<file path="config.mk">
export PLATFORM = sky130hd
export DESIGN_NAME = otp_sec_ctrl
export DESIGN_NICKNAME = d
export VERILOG_FILES = /design/src/rtl/otp_pkg.sv /design/src/rtl/otp_busy_timer.sv /design/src/rtl/otp_store.sv /design/src/rtl/otp_cmd_fsm.sv /design/src/rtl/otp_sec_ctrl.sv
export SDC_FILE = /design/constraint.sdc
export NUM_CORES = 1
export LEC_CHECK = 0
export BUFFER_PORTS_ARGS = -buffer_cell sky130_fd_sc_hd__buf_2
export CAP_MARGIN = 10
export CORE_UTILIZATION = 44
export DETAILED_ROUTE_END_ITERATION = 8
export SYNTH_ARGS = -nofsm -noshare
export SYNTH_HDL_FRONTEND = slang
export SYNTH_SLANG_ARGS = --single-unit
</file>
<file path="constraint.sdc">
create_clock -name clk -period 4.3 [get_ports clk]
set_input_delay 0.645 -clock clk [delete_from_list [all_inputs] [get_ports clk]]
set_output_delay 0.645 -clock clk [all_outputs]
set_load 0.02 [all_outputs]
</file>
<file path="src/rtl/otp_pkg.sv">
package otp_pkg;
  typedef enum logic [1:0] {M_ARRAY, M_IDENT, M_STATUS, M_SETUP} mode_e;
  typedef enum logic [1:0] {RG_NONE, RG_LOCK, RG_FACT, RG_USER} region_e;

  localparam int WORD_W    = 16;
  localparam int CMD_W     = 8;
  localparam int SEG_WORDS = 4;

  localparam logic [CMD_W-1:0] CMD_IDENT = 8'h90;
  localparam logic [CMD_W-1:0] CMD_ARRAY = 8'hFF;
  localparam logic [CMD_W-1:0] CMD_SETUP = 8'hC0;
  localparam logic [CMD_W-1:0] CMD_CLRSR = 8'h50;

  localparam int WA_LOCK  = 'h80;
  localparam int WA_FACT0 = WA_LOCK + 1;
  localparam int WA_USER0 = WA_FACT0 + SEG_WORDS;
  localparam int WA_LAST  = WA_USER0 + SEG_WORDS - 1;
endpackage

</file>
<file path="src/rtl/otp_busy_timer.sv">
module otp_busy_timer #(
  parameter int CYCLES = 4
) (
  input  logic clk,
  input  logic rst,
  input  logic start,
  output logic ready
);
  localparam int CNT_W = $clog2(CYCLES + 1);
  logic [CNT_W-1:0] cnt_q;

  always_ff @(posedge clk) begin
    if (rst)               cnt_q <= '0;
    else if (start)        cnt_q <= CNT_W'(CYCLES);
    else if (cnt_q != '0)  cnt_q <= cnt_q - 1'b1;
  end

  assign ready = (cnt_q == '0);
endmodule

</file>
<file path="src/rtl/otp_store.sv">
module otp_store
  import otp_pkg::*;
#(
  parameter int          WA_W       = 8,
  parameter logic [63:0] FACTORY_ID = 64'h0
) (
  input  logic              clk,
  input  logic              rst,
  input  logic              prog_en,
  input  logic [WA_W-1:0]   prog_wa,
  input  logic [WORD_W-1:0] prog_data,
  input  logic [WA_W-1:0]   rd_wa,
  output logic              err_range,
  output logic              err_lock,
  output logic [WORD_W-1:0] rd_word
);
  localparam int IDX_W = $clog2(SEG_WORDS);

  logic [WORD_W-1:0] lock_q;
  logic [WORD_W-1:0] user_mem [SEG_WORDS];

  function automatic region_e classify(input logic [WA_W-1:0] wa);
    if (wa == WA_W'(WA_LOCK))                                  return RG_LOCK;
    if (wa >= WA_W'(WA_FACT0) && wa < WA_W'(WA_USER0))         return RG_FACT;
    if (wa >= WA_W'(WA_USER0) && wa <= WA_W'(WA_LAST))         return RG_USER;
    return RG_NONE;
  endfunction

  region_e          prog_rg, rd_rg;
  logic [IDX_W-1:0] prog_idx, rd_uidx, rd_fidx;

  assign prog_rg  = classify(prog_wa);
  assign rd_rg    = classify(rd_wa);
  assign prog_idx = IDX_W'(prog_wa - WA_W'(WA_USER0));
  assign rd_uidx  = IDX_W'(rd_wa - WA_W'(WA_USER0));
  assign rd_fidx  = IDX_W'(rd_wa - WA_W'(WA_FACT0));

  // bit 0 of the lock word guards the factory words, bit 1 the user words
  always_comb begin
    err_range = (prog_rg == RG_NONE);
    case (prog_rg)
      RG_FACT: err_lock = !lock_q[0];
      RG_USER: err_lock = !lock_q[1];
      default: err_lock = 1'b0;
    endcase
  end

  always_ff @(posedge clk) begin
    if (rst) begin
      lock_q <= 16'hFFFE;
      for (int i = 0; i < SEG_WORDS; i++) user_mem[i] <= '1;
    end else if (prog_en && !err_range && !err_lock) begin
      if (prog_rg == RG_LOCK)      lock_q <= lock_q & prog_data;
      else if (prog_rg == RG_USER) user_mem[prog_idx] <= user_mem[prog_idx] & prog_data;
    end
  end

  always_comb begin
    case (rd_rg)
      RG_LOCK: rd_word = lock_q;
      RG_FACT: rd_word = FACTORY_ID[WORD_W*rd_fidx +: WORD_W];
      RG_USER: rd_word = user_mem[rd_uidx];
      default: rd_word = '0;
    endcase
  end
endmodule

</file>
<file path="src/rtl/otp_cmd_fsm.sv">
module otp_cmd_fsm
  import otp_pkg::*;
(
  input  logic             clk,
  input  logic             rst,
  input  logic             wr_en,
  input  logic [CMD_W-1:0] cmd,
  input  logic             ready,
  input  logic             err_range,
  input  logic             err_lock,
  output mode_e            mode,
  output logic             prog_en,
  output logic             sr_prog_err,
  output logic             sr_lock_err
);
  logic accept;
  assign accept  = wr_en && ready;
  assign prog_en = accept && (mode == M_SETUP);

  always_ff @(posedge clk) begin
    if (rst) begin
      mode        <= M_ARRAY;
      sr_prog_err <= 1'b0;
      sr_lock_err <= 1'b0;
    end else if (accept) begin
      if (mode == M_SETUP) begin
        mode <= M_STATUS;
        if (err_range || err_lock) sr_prog_err <= 1'b1;
        if (err_lock)              sr_lock_err <= 1'b1;
      end else begin
        case (cmd)
          CMD_IDENT: mode <= M_IDENT;
          CMD_ARRAY: mode <= M_ARRAY;
          CMD_SETUP: mode <= M_SETUP;
          CMD_CLRSR: begin
            sr_prog_err <= 1'b0;
            sr_lock_err <= 1'b0;
          end
          default: ;
        endcase
      end
    end
  end
endmodule

</file>
<file path="src/rtl/otp_sec_ctrl.sv">
module otp_sec_ctrl
  import otp_pkg::*;
#(
  parameter int          ADDR_W      = 9,
  parameter int          PROG_CYCLES = 4,
  parameter logic [63:0] FACTORY_ID  = 64'h0123_4567_89AB_CDEF
) (
  input  logic              clk,
  input  logic              rst,
  input  logic              wr_en,
  input  logic              rd_en,
  input  logic [ADDR_W-1:0] addr,
  input  logic [WORD_W-1:0] wdata,
  output logic              rd_valid,
  output logic [WORD_W-1:0] rdata
);
  localparam int WA_W = ADDR_W - 1;

  logic [WA_W-1:0]   wa;
  logic              a0_unused;
  mode_e             mode_q;
  logic              ready, prog_en, err_range, err_lock;
  logic              sr_prog_err, sr_lock_err;
  logic [WORD_W-1:0] id_word;
  logic [7:0]        status;

  assign wa        = addr[ADDR_W-1:1];
  assign a0_unused = addr[0];
  assign status    = {ready, 2'b00, sr_prog_err, 2'b00, sr_lock_err, 1'b0};

  otp_cmd_fsm u_fsm (
    .clk(clk), .rst(rst), .wr_en(wr_en), .cmd(wdata[CMD_W-1:0]), .ready(ready),
    .err_range(err_range), .err_lock(err_lock), .mode(mode_q), .prog_en(prog_en),
    .sr_prog_err(sr_prog_err), .sr_lock_err(sr_lock_err)
  );

  otp_busy_timer #(.CYCLES(PROG_CYCLES)) u_timer (
    .clk(clk), .rst(rst), .start(prog_en), .ready(ready)
  );

  otp_store #(.WA_W(WA_W), .FACTORY_ID(FACTORY_ID)) u_store (
    .clk(clk), .rst(rst), .prog_en(prog_en), .prog_wa(wa), .prog_data(wdata),
    .rd_wa(wa), .err_range(err_range), .err_lock(err_lock), .rd_word(id_word)
  );

  always_ff @(posedge clk) begin
    if (rst) begin
      rd_valid <= 1'b0;
      rdata    <= '0;
    end else begin
      rd_valid <= rd_en;
      if (rd_en) begin
        case (mode_q)
          M_ARRAY: rdata <= '1;
          M_IDENT: rdata <= id_word;
          default: rdata <= {8'h00, status};
        endcase
      end
    end
  end
endmodule

</file>
==> flow_metrics.py, run 1 <==
metrics = {
    "run_status": {
        "outcome": "finished, final reports clean",
    },
    "logic_synthesis": {
        "ys_ff_latch": 104,
        "yosysMostFrequentCell": "nand2_1",
        "synth_edf_count": 64,
        "ys_seq_area_share_pct": 59.1,
        "syn_nets": 435,
        "synth_area_leaders": "edfxtp_1 42%, dfxtp_1 17%, mux4_2 7.8%, nand2_1 5.5%, a21oi_1 3.4%",
        "synth_top_area_cell": "edfxtp_1",
        "synth_flop_cell": "edfxtp_1",
        "netlist.area_leader.share_pct": 41.7,
        "syn_inst": 401,
        "ys_types": 44,
        "synth_warnings": 0,
        "synth_area_per_cell_sq_um": 11.5,
        "netlist_area_sq_um": 4610,
        "synthArstFlopShare_pct": 0,
        "synthTopCellsByCount": "68 x nand2_1, 64 x edfxtp_1, 40 x dfxtp_1",
    },
    "finish": {
        "finalInstanceArea_sq_um": 5210,
        "final_util_pct": 50.9,
        "final_nets": 474,
        "drive_above_1_share_pct": 21.6,
        "antennaDiodeCount": 0,
        "area_growth_syn_to_layout_pct": 12.9,
    },
    "global_routing": {
        "grt_pass1_wl_um": 16900,
        "grt.overflow.total": 0,
        "antenna_found_initial": 0,
        "grt_pass1_vias": 3194,
        "gr-usage-all-layers_pct": 20.0,
        "grt_max_degree": 50,
    },
    "power": {
        "power.density_nw_per_um2": 387,
        "p_int_mw": 1.50,
        "combPwrFrac_pct": 11.4,
        "p_clk_share_pct": 34.5,
        "switching_share_pct": 25.4,
        "finalPower_mw": 2.02,
        "irDropWorstVdd_mv": 0.155,
        "netSwitchingPower_uw": 512,
        "leakagePower_nw": 1.59,
        "seqPwrFrac_pct": 54.1,
    },
    "drt": {
        "via_per_inst": 5.52,
        "wl_um": 10300,
        "vias": 3207,
        "ant_nets": 0,
        "wl_per_cell_um": 17.8,
        "drt_iter0_markers": 252,
        "drc_errors": 0,
        "firstDrtPassIters": 5,
    },
    "cts": {
        "ctsResizeCount": 0,
        "clkSinkCount": 104,
        "cts_buffers": 9,
        "clk_latency_ps": 360,
        "root_buffer": "clkbuf_8",
        "cts_max_path_buffers": 2,
        "tritoncts": "yes",
        "cts_setup_buffers": 0,
        "clkTransAtPathRegs_ps": 100,
        "hold_buffers": 0,
        "cts_max_level": 3,
    },
    "sta": {
        "setup_viol": 0,
        "tns_ps": 0,
        "layout_min_cycle_time_ps": 2690,
        "finalCritPeriodShare_pct": 62.5,
        "finClkSkew_ps": 14.6,
        "tightest_slew_ps": 820,
        "max_freq_mhz": 372,
        "rsz0062_at_grt": "no",
        "relSlewSlack_pct": 45.3,
        "hold_viol_final": 0,
        "maxSlewViolCount": 0,
    },
    "die": {
        "fp.dieW_um": 104,
        "fp.dieH_um": 104,
        "fp.dieArea_sq_um": 10900,
        "initial_core_util_pct": 45.1,
        "ios": 46,
        "rows": 37,
        "coreArea_sq_um": 10200,
    },
    "hold_path": {
        "hp-class": "flip-flop to flip-flop",
    },
    "worst_setup_path": {
        "path_class": "primary input to flip-flop",
        "worstSetupStartpointType": "primary input",
        "worst-path-max-fanout": 16,
        "cp-end-kind": "flip-flop",
        "crit_required_ps": 4310,
        "critPathArrivalTime_ps": 2700,
    },
    "placed_design": {
        "place.gp.congestion": 0.774,
        "port_buffers": 44,
        "dpl-instance-area_sq_um": 4970,
        "dp_hpwl_um": 7130,
    },
    "run": {
        "drv_cap": 0,
    },
}
state kept, by name (all words and copies together) (netlist names):
name,flops
u_fsm.sr_prog_err,1
rdata,16
u_fsm.sr_lock_err,1
u_store.lock_q,16
u_fsm.mode,2
u_timer.cnt_q,3
rd_valid,1
u_store.user_mem,64
final timing paths:
check                    start                endpoint  slack, ps  depth (start not counted)
min reg2reg  u_store.lock_q[2]       u_store.lock_q[2]        470                          2
min          u_store.lock_q[2]       u_store.lock_q[2]        470                          2
max                    addr[7]  u_store.user_mem[2][9]       1610                          6
max reg2reg   u_timer.cnt_q[0]  u_store.user_mem[2][9]       1730                          7
power groups by stage:
stage | registers, mW | clock network, mW | logic (mW)
detailed placement | 1.11 | 0 | 0.229
floorplan | 1.12 | 0 | 0.140
global route | 1.09 | 0.741 | 0.251
CTS | 1.09 | 0.711 | 0.230
finish | 1.09 | 0.696 | 0.230
global placement | 1.11 | 0 | 0.223
per-layer routing:
layer | vias to the layer above | share of wire (%) | global-route usage, % | wire [um]
li1 | 1551 | - | - | -
met1 | 1573 | 46 | 27.1 | 4700
met2 | 75 | 50 | 34.2 | 5180
met3 | 8 | 3.5 | 2.13 | 360
met4 | 0 | 0.80 | 5.31 | 83
met5 | - | 0 | 0 | 0
cells by family after synthesis:
family	share of synthesized area, %
adders and majority gates	1.36
muxes	8.03
buffers and inverters	3.23
AOI/OAI and AO/OA	11.6
and+or+nand+nor	16.6
DFF	59.1
xor gates and xnor gates	0.190
critical path: stages:
cell and delay, ps:
buf_2 100, or4b_4 590, nor3_4 220, and3_1 430, nor3b_4 260, or2_2 440
stage by stage:
stage | hold WS (ps) | std cells | worst slack [ps]
3_3_place_gp | 450 | 565 | 1220
3_5_place_dp | 459 | 565 | 1210
4_1_cts | 474 | 581 | 1570
6_report | 471 | 581 | 1610
2_1_floorplan | 444 | 401 | 938
5_1_grt | 497 | 581 | 1510
final cells by class:
cell class                 count  area (sq um)
clock buffer                   9           124
inverter                       6          22.5
timing repair buffer          54           320
sequential                   104          2720
multi-input combinational    265          1740
tap                          136           170
fill                         921          5020
clock inverter                 7           109
cell usage in the layout, fill, tap and decap left out, types with 6 or more instances in the layout:
master / instances
clkbuf_8: 9
nor2_1: 22
dfxtp_1: 40
nor3_1: 10
a211oi_1: 11
o21ai_0: 21
nand2_1: 68
inv_1: 6
buf_2: 44
a22oi_1: 11
edfxtp_1: 64
a21oi_1: 31
buf_4: 8
nand2b_1: 19
mux4_2: 16
Power figures use the tool's default switching activity.
==> run 2, diff against run 1 <==
==> constraint.sdc (replaced) <==
create_clock -name clk -period 2.6 [get_ports clk]
set_input_delay 0.39 -clock clk [delete_from_list [all_inputs] [get_ports clk]]
set_output_delay 0.39 -clock clk [all_outputs]
set_load 0.02 [all_outputs]
==> run 2 against run 1 <==
Highest routed layer unchanged. Global-route usage fell by 0.53 points. Final area rose by 1.5%. Worst hold slack worse by 190 ps. Clock-buffer cell count stayed put. Largest power group unchanged. Clock power grew 55%.
==> flow_metrics.py, run 2 (synthesized netlist as in run 1, its figures left out) <==
metrics = {
    "global_routing": {
        "grt_max_degree": 35,
        "grt_pass1_wl_um": 16500,
        "grt_pass1_vias": 3169,
        "antenna_found_initial": 0,
        "grt.overflow.total": 0,
        "gr-usage-all-layers_pct": 19.5,
    },
    "die": {
        "ios": 46,
        "coreArea_sq_um": 10200,
        "fp.dieW_um": 104,
        "fp.dieH_um": 104,
        "fp.dieArea_sq_um": 10900,
        "initial_core_util_pct": 45.1,
        "rows": 37,
    },
    "sta": {
        "max_freq_mhz": 454,
        "rsz0062_at_grt": "no",
        "maxSlewViolCount": 0,
        "finalCritPeriodShare_pct": 84.8,
        "hold_viol_final": 0,
        "fin_ws_ps": 396,
        "relSlewSlack_pct": 54.2,
        "tightest_slew_ps": 682,
        "layout_min_cycle_time_ps": 2200,
        "tns_ps": 0,
        "finClkSkew_ps": 12.1,
        "holdWs_ps": 278,
        "setup_viol": 0,
    },
    "power": {
        "switching_share_pct": 26.5,
        "netSwitchingPower_uw": 865,
        "power.density_nw_per_um2": 619,
        "finalPower_mw": 3.27,
        "seqPwrFrac_pct": 55.1,
        "leakagePower_nw": 1.63,
        "p_clk_share_pct": 33.0,
        "irDropWorstVdd_mv": 0.390,
        "p_int_mw": 2.40,
        "combPwrFrac_pct": 11.9,
    },
    "finish": {
        "multi_input_area_sq_um": 1760,
        "top_regs": "u_store.user_mem: 64 flops, rdata: 16 flops, u_store.lock_q: 16 flops",
        "antennaDiodeCount": 0,
        "final_nets": 484,
        "finalInstanceArea_sq_um": 5280,
        "drive_above_1_share_pct": 24.0,
        "fillCellCount": 953,
        "fin_cells": 591,
        "seq_area_sq_um": 2720,
        "largest-register": "u_store.user_mem",
        "layout_common_cells": "68 x nand2_1, 64 x edfxtp_1, 44 x buf_2",
        "area_growth_syn_to_layout_pct": 14.6,
        "final_util_pct": 51.6,
        "largest_register_ffs": 64,
        "final_common_cell": "nand2_1",
    },
    "cts": {
        "tritoncts": "yes",
        "clkTransAtPathRegs_ps": 110,
        "hold_buffers": 0,
        "cts_buffers": 9,
        "root_buffer": "clkbuf_8",
        "clkSinkCount": 104,
        "cts_setup_buffers": 0,
        "cts_max_path_buffers": 2,
        "cts_max_level": 3,
        "ctsResizeCount": 0,
        "clk_latency_ps": 360,
    },
    "drt": {
        "firstDrtPassIters": 4,
        "wl_um": 10100,
        "vias": 3226,
        "drt_iter0_markers": 176,
        "wl_per_cell_um": 17.1,
        "drc_errors": 0,
        "via_per_inst": 5.46,
        "ant_nets": 0,
    },
    "placed_design": {
        "dp_slack_ps": 154,
        "dpl.cell_count": 575,
        "port_buffers": 44,
        "dpl-instance-area_sq_um": 5070,
        "dp_hpwl_um": 7290,
        "place.gp.congestion": 0.801,
    },
    "worst_setup_path": {
        "r2r_cells": 8,
        "crit_family": "simple AND/OR/NAND/NOR gates",
        "cp_num_cells": 8,
        "cp-end-kind": "flip-flop",
        "worst-path-buf-inv": 2,
        "critPathLaunch": "u_timer.cnt_q[0]",
        "worstSetupStartpointType": "flip-flop",
        "r2r_slack_ps": 400,
        "crit_chain": "inv_1, ha_1, nand3b_1, nor3_4, and3_4, and3_1, or2_2, buf_12",
        "crit_required_ps": 2670,
        "crit_path_end": "u_store.user_mem[0][5]",
        "worst-path-max-fanout": 11,
        "slowest_delay_ps": 330,
        "r2r_end": "u_store.user_mem[0][5]",
        "reg2reg_from": "u_timer.cnt_q[0]",
        "critPathArrivalTime_ps": 2280,
        "path_class": "flip-flop to flip-flop",
        "cp_slowest_cell": "dfxtp_1",
    },
    "run": {
        "drv_cap": 0,
    },
    "hold_path": {
        "hp-class": "primary input to flip-flop",
    },
    "run_status": {
        "outcome": "finished, final reports clean",
    },
}
run 2: layer usage:
metal | routed length, um | global-route usage (%) | vias up
li1 | - | - | 1567
met1 | 4580 | 25.7 | 1567
met2 | 4970 | 33.1 | 83
met3 | 462 | 3.13 | 9
met4 | 97 | 5.82 | 0
met5 | 0 | 0 | -
run 2: layout make-up:
class	count	share of cell area [%]
Clock inverter	7	1.70
Inverter	6	0.426
Tap cell	136	3.22
Clock buffer	9	2.34
Multi-Input combinational cell	265	33.3
Timing Repair Buffer	64	7.48
Sequential cell	104	51.5
run 2: power groups by stage:
stage | Combinational, mW | Sequential [mW] | Clock [mW]
finish | 0.388 | 1.80 | 1.08
global route | 0.431 | 1.81 | 1.15
CTS | 0.390 | 1.80 | 1.10
detailed placement | 0.389 | 1.84 | 0
global placement | 0.378 | 1.84 | 0
floorplan | 0.239 | 1.86 | 0
run 2: tightest hold or removal path: cells and delay by family:
| family | cells | cell delay (ps) |
|---|---|---|
| AO/OA/AOI/OAI | 1 | 70 |
| AND/OR/NAND/NOR | 1 | 60 |
| buffers and inverters | 1 | 90 |
run 2: worst min-delay path by stage:
stage / start / endpoint / slack [ps] / depth (start not counted)
final: wdata[10] / u_store.lock_q[10] / 280 / 3
after global routing: wdata[9] / u_store.lock_q[9] / 290 / 3
after CTS: wdata[10] / u_store.lock_q[10] / 260 / 3
after detailed placement: u_store.lock_q[4] / u_store.lock_q[4] / 460 / 2
after global placement: u_store.lock_q[12] / u_store.lock_q[12] / 450 / 2
after floorplan: u_store.lock_q[7] / u_store.lock_q[7] / 440 / 2
